==> src/rtl/requant_pkg.sv <==
package requant_pkg;
  localparam int ACC_W_DEF   = 32;
  localparam int SCALE_W_DEF = 32;
  localparam int SHIFT_W_DEF = 6;
  localparam int OUT_W_DEF   = 8;

  // width of accumulator + offset without wrap
  function automatic int sum_width(input int acc_w);
    return acc_w + 1;
  endfunction

  // width of full product plus one rounding guard bit
  function automatic int rnd_width(input int acc_w, input int scale_w);
    return sum_width(acc_w) + scale_w + 1;
  endfunction
endpackage

==> src/rtl/requant_mul.sv <==
module requant_mul
  import requant_pkg::*;
#(
  parameter int ACC_W   = ACC_W_DEF,
  parameter int SCALE_W = SCALE_W_DEF,
  localparam int SUM_W  = sum_width(ACC_W),
  localparam int PROD_W = SUM_W + SCALE_W
) (
  input  logic signed [ACC_W-1:0]   acc_i,
  input  logic signed [ACC_W-1:0]   offset_i,
  input  logic signed [SCALE_W-1:0] scale_i,
  output logic signed [PROD_W-1:0]  prod_o
);
  logic signed [SUM_W-1:0] sum;

  always_comb begin
    sum    = SUM_W'(acc_i) + SUM_W'(offset_i);
    prod_o = PROD_W'(sum) * PROD_W'(scale_i);
  end
endmodule

==> src/rtl/requant_round.sv <==
module requant_round
  import requant_pkg::*;
#(
  parameter int IN_W    = 65,
  parameter int SHIFT_W = SHIFT_W_DEF,
  localparam int RND_W  = IN_W + 1
) (
  input  logic signed [IN_W-1:0]    val_i,
  input  logic        [SHIFT_W-1:0] shift_i,
  output logic signed [RND_W-1:0]   val_o
);
  logic signed [RND_W-1:0] ext;
  logic signed [RND_W-1:0] half;
  logic signed [RND_W-1:0] adj;

  always_comb begin
    ext  = RND_W'(val_i);
    half = '0;
    if (shift_i != '0) begin
      half = {{(RND_W-1){1'b0}}, 1'b1} << (shift_i - SHIFT_W'(1));
    end
    adj = ext + half;
    // ties on negative values go further from zero
    if (shift_i != '0 && ext[RND_W-1]) begin
      adj = adj - RND_W'(1);
    end
    val_o = adj >>> shift_i;
  end
endmodule

==> src/rtl/requant_clamp.sv <==
module requant_clamp #(
  parameter int IN_W  = 66,
  parameter int OUT_W = 8
) (
  input  logic signed [IN_W-1:0]  val_i,
  input  logic                    relu_i,
  output logic signed [OUT_W-1:0] act_o
);
  localparam logic signed [IN_W-1:0] TOP = IN_W'((64'sd1 <<< (OUT_W-1)) - 64'sd1);
  localparam logic signed [IN_W-1:0] BOT = -IN_W'(64'sd1 <<< (OUT_W-1));

  logic signed [IN_W-1:0] floor_v;

  always_comb begin
    floor_v = relu_i ? '0 : BOT;
    if (val_i > TOP) begin
      act_o = OUT_W'(TOP);
    end else if (val_i < floor_v) begin
      act_o = OUT_W'(floor_v);
    end else begin
      act_o = OUT_W'(val_i);
    end
  end
endmodule

==> src/rtl/requant_relu8.sv <==
module requant_relu8
  import requant_pkg::*;
#(
  parameter int ACC_W   = ACC_W_DEF,
  parameter int SCALE_W = SCALE_W_DEF,
  parameter int SHIFT_W = SHIFT_W_DEF,
  parameter int OUT_W   = OUT_W_DEF
) (
  input  logic               clk,
  input  logic               rst,
  input  logic               acc_vld,
  input  logic [ACC_W-1:0]   acc_val,
  input  logic [ACC_W-1:0]   lyr_offset,
  input  logic [SCALE_W-1:0] lyr_scale,
  input  logic [SHIFT_W-1:0] lyr_shift,
  input  logic               relu_en,
  output logic               res_vld,
  output logic [OUT_W-1:0]   res_act
);
  localparam int PROD_W = sum_width(ACC_W) + SCALE_W;
  localparam int RND_W  = rnd_width(ACC_W, SCALE_W);

  logic signed [PROD_W-1:0] prod;
  logic signed [RND_W-1:0]  rounded;
  logic signed [OUT_W-1:0]  act_nxt;

  requant_mul #(.ACC_W(ACC_W), .SCALE_W(SCALE_W)) mul_i (
    .acc_i    ($signed(acc_val)),
    .offset_i ($signed(lyr_offset)),
    .scale_i  ($signed(lyr_scale)),
    .prod_o   (prod)
  );

  requant_round #(.IN_W(PROD_W), .SHIFT_W(SHIFT_W)) rnd_i (
    .val_i   (prod),
    .shift_i (lyr_shift),
    .val_o   (rounded)
  );

  requant_clamp #(.IN_W(RND_W), .OUT_W(OUT_W)) clamp_i (
    .val_i  (rounded),
    .relu_i (relu_en),
    .act_o  (act_nxt)
  );

  always_ff @(posedge clk) begin
    if (rst) begin
      res_vld <= 1'b0;
      res_act <= '0;
    end else begin
      res_vld <= acc_vld;
      if (acc_vld) begin
        res_act <= act_nxt;
      end
    end
  end
endmodule

==> config.mk <==
export PLATFORM = sky130hd
export DESIGN_NAME = requant_relu8
export DESIGN_NICKNAME = d
export VERILOG_FILES = /design/src/rtl/requant_pkg.sv /design/src/rtl/requant_mul.sv /design/src/rtl/requant_round.sv /design/src/rtl/requant_clamp.sv /design/src/rtl/requant_relu8.sv
export SDC_FILE = /design/constraint.sdc
export NUM_CORES = 2
export LEC_CHECK = 0
export BUFFER_PORTS_ARGS = -buffer_cell sky130_fd_sc_hd__buf_2
export CORE_MARGIN = 8
export CORE_UTILIZATION = 50
export DETAILED_ROUTE_END_ITERATION = 10
export PLACE_DENSITY = 0.66
export SLEW_MARGIN = 20
export SYNTH_ARGS = -nofsm -noshare
export SYNTH_HDL_FRONTEND = slang
export SYNTH_HIERARCHICAL = 1
export SYNTH_SLANG_ARGS = --single-unit
==> constraint.sdc <==
create_clock -name clk -period 35.5 [get_ports clk]
set_input_delay 3.55 -clock clk [delete_from_list [all_inputs] [get_ports clk]]
set_output_delay 3.55 -clock clk [all_outputs]
set_load 0.02 [all_outputs]
==> flow_metrics.tcl <==
set metrics [dict create \
    grt_overflow 0 \
    required_ps 35630 \
    cts_max_level 1 \
    worstSetupPathType "in -> reg" \
    fin_util 0.519 \
    hold_buffers 0 \
    hold_violations 0 \
    synth.net_count 8159 \
    syn2layout_area_growth_pct 3.06 \
    fin_setup_tns_ps 0 \
    drv_cap 0 \
    synth_top_flop_cell "dfxtp_1" \
    final_nets 7966 \
    grt_usage 0.284 \
    ys_seq_elements 9 \
    m1WireLength_um 70700 \
    fill_cells 10300 \
    placementRows 120 \
    dp_hpwl_um 138000 \
    synth_edf_count 0 \
    fin_skew_ps 0 \
    worstPathArrival_ps 22910 \
    clock.fmax_ghz 0.0439 \
    routedWlPerCell_um 21.2 \
    critPathMostFrequentCell "fa_1" \
    max_stage_delay_ps 970 \
    highest_layer "met5" \
    period_share 0.642 \
    crit_slowest_cell "fa_1" \
    drv_slew 0 \
    ys_types 112 \
    multiInputGateArea_um2 48100 \
    syn_inst 6598 \
    cts-buffers-inserted 3 \
    yosysSeqAreaShare 0.00335 \
    yosysWarnings 6 \
    met3_length_um 10600 \
    layout.cells.non_filler 7807 \
    rsz0062_at_grt "false" \
    r2r_setup_slack_ps 34880 \
    start_kind "input port" \
    synth_area_per_cell_um2 8.16 \
    critPathCaptureType "flop" \
    wl_met2_um 79400 \
    path_max_fanout 44 \
    globalplace.congestion 1.00 \
    coreArea_um2 107000 \
    status "finished clean" \
    clockBufferDepth 2 \
    clock_sinks 9 \
    grt_pass1_wl_um 272000 \
    synth_area_um2 53900 \
    async_reset_ff_frac 0 \
    numPortBuffers 114 \
    die_h_um 344 \
    dp_cells 7803 \
    routed-via-count 46400 \
    antennaDiodeCount 0 \
    clk_pin_slew_ps 40 \
    setup_violations 0 \
    min_period_ps 22790 \
    antenna_found_initial 1 \
    clk_latency_ps 240 \
    ios 115 \
    hp-class "reg -> reg" \
    drc_errors 0 \
    routed_wl_um 166000 \
    cts_setup_buffers 0 \
    die_w_um 344 \
    start_util 0.504 \
    final_layout_size_suffix_gt1_frac 0.0522 \
    cts-resized-gates 0 \
    first_global_vias 49000 \
    first_pass_iters 7 \
    ant_nets 0 \
    drt-vias-per-instance 5.95 \
    cts_tree "done" \
    grt_max_degree 62 \
    ctsRootBufferMaster "clkbuf_16" \
    dieArea_um2 118000 \
    slew_headroom 0.192 \
    tightestPinTransition_ps 1200 \
    drtIter0Drc 3791 \
    seq_area_um2 180 \
]
stage by stage:
stage	setup WS [ps]	cell area, um2	hold slack, ps
after floorplan	16240	53900	583
after global placement	13100	55400	482
after detailed placement	12940	55400	481
after CTS	13110	55500	492
after global routing	11940	55500	541
final	12710	55500	482
metal layers:
metal	track usage	vias up
met5	0	-
met4	0.0735	2
met3	0.0281	312
met2	0.483	1688
met1	0.388	23600
li1	-	20800
kinds of logic after synthesis:
family,synth area share
buffers and inverters,0.107
muxes,0.0274
adders and majority gates,0.493
DFF,0.00335
AOI/OAI and AO/OA,0.133
other,0.0000696
xor gates and xnor gates,0.0316
and+or+nand+nor,0.204
critical path, delay by kind of cell:
kind	cells	cell delay, ps
compound gates	21	6980
fa+ha+maj	13	6270
simple gates	15	3580
buf+inv	9	1830
mux	2	480
xor+xnor	1	150
layout make-up:
class / instances / area share
Tap cell: 1403 / 0.0316
Inverter: 1145 / 0.0774
Clock buffer: 3 / 0.00135
Clock inverter: 1 / 0.0000902
Multi-Input combinational cell: 5062 / 0.866
Sequential cell: 9 / 0.00325
Timing Repair Buffer: 184 / 0.0198
cells in the final DEF (no fill, tap or decap), types with 41 or more instances in the layout:
master       n
a31oi_1     41
nand2_1    833
and2_1     510
nor4_1      47
xnor2_1    108
nand3_1     82
xor2_1      61
nor2b_1     43
mux2i_1     85
a21o_1      76
o211ai_1    47
buf_2      113
fa_1      1114
ha_1       341
nor3_1     120
a211oi_1    46
a21oi_1    278
o21ai_0    200
buf_4       71
nor2_1     316
nand4_1     80
inv_1     1142
nand2b_1    50
path summary, 6_finish.rpt:
kind	from	to	depth (start not counted)
hold / removal	res_act[1]	res_act[1]	2
hold reg to reg	res_act[1]	res_act[1]	2
setup reg to reg	res_act[0]	res_act[0]	2
setup / recovery	acc_val[0]	res_act[0]	61
Yosys cell counts, drive strengths merged, types with 21 or more instances:
cell,n,area share
inv,1145,0.080
fa,1114,0.41
nand2,835,0.058
and2,513,0.060
ha,341,0.079
clkbuf,332,0.023
nor2,316,0.022
a21oi,282,0.026
o21ai,224,0.021
xnor2,128,0.021
nor3,122,0.012
mux2i,85,0.016
nand3,82,0.0076
nand4,80,0.0093
a21o,76,0.011
xor2,66,0.011
nor4,52,0.0068
a211oi,50,0.0073
buf,50,0.0045
nand2b,50,0.0058
o211ai,47,0.0066
nor2b,44,0.0051
a31oi,41,0.0048
o21a,37,0.0052
mux2,29,0.0061
or2,23,0.0027
a221oi,22,0.0040
and3,21,0.0024
o21bai,21,0.0029
o22ai,21,0.0024
or3,21,0.0024
sequential cells by signal, summed over array words and instances (netlist names):
name and count:
res_vld 1, res_act 8
Power is left out: the tool's default activity adds up to more than one toggle a clock period on the data nets, which glitch-free logic cannot reach.
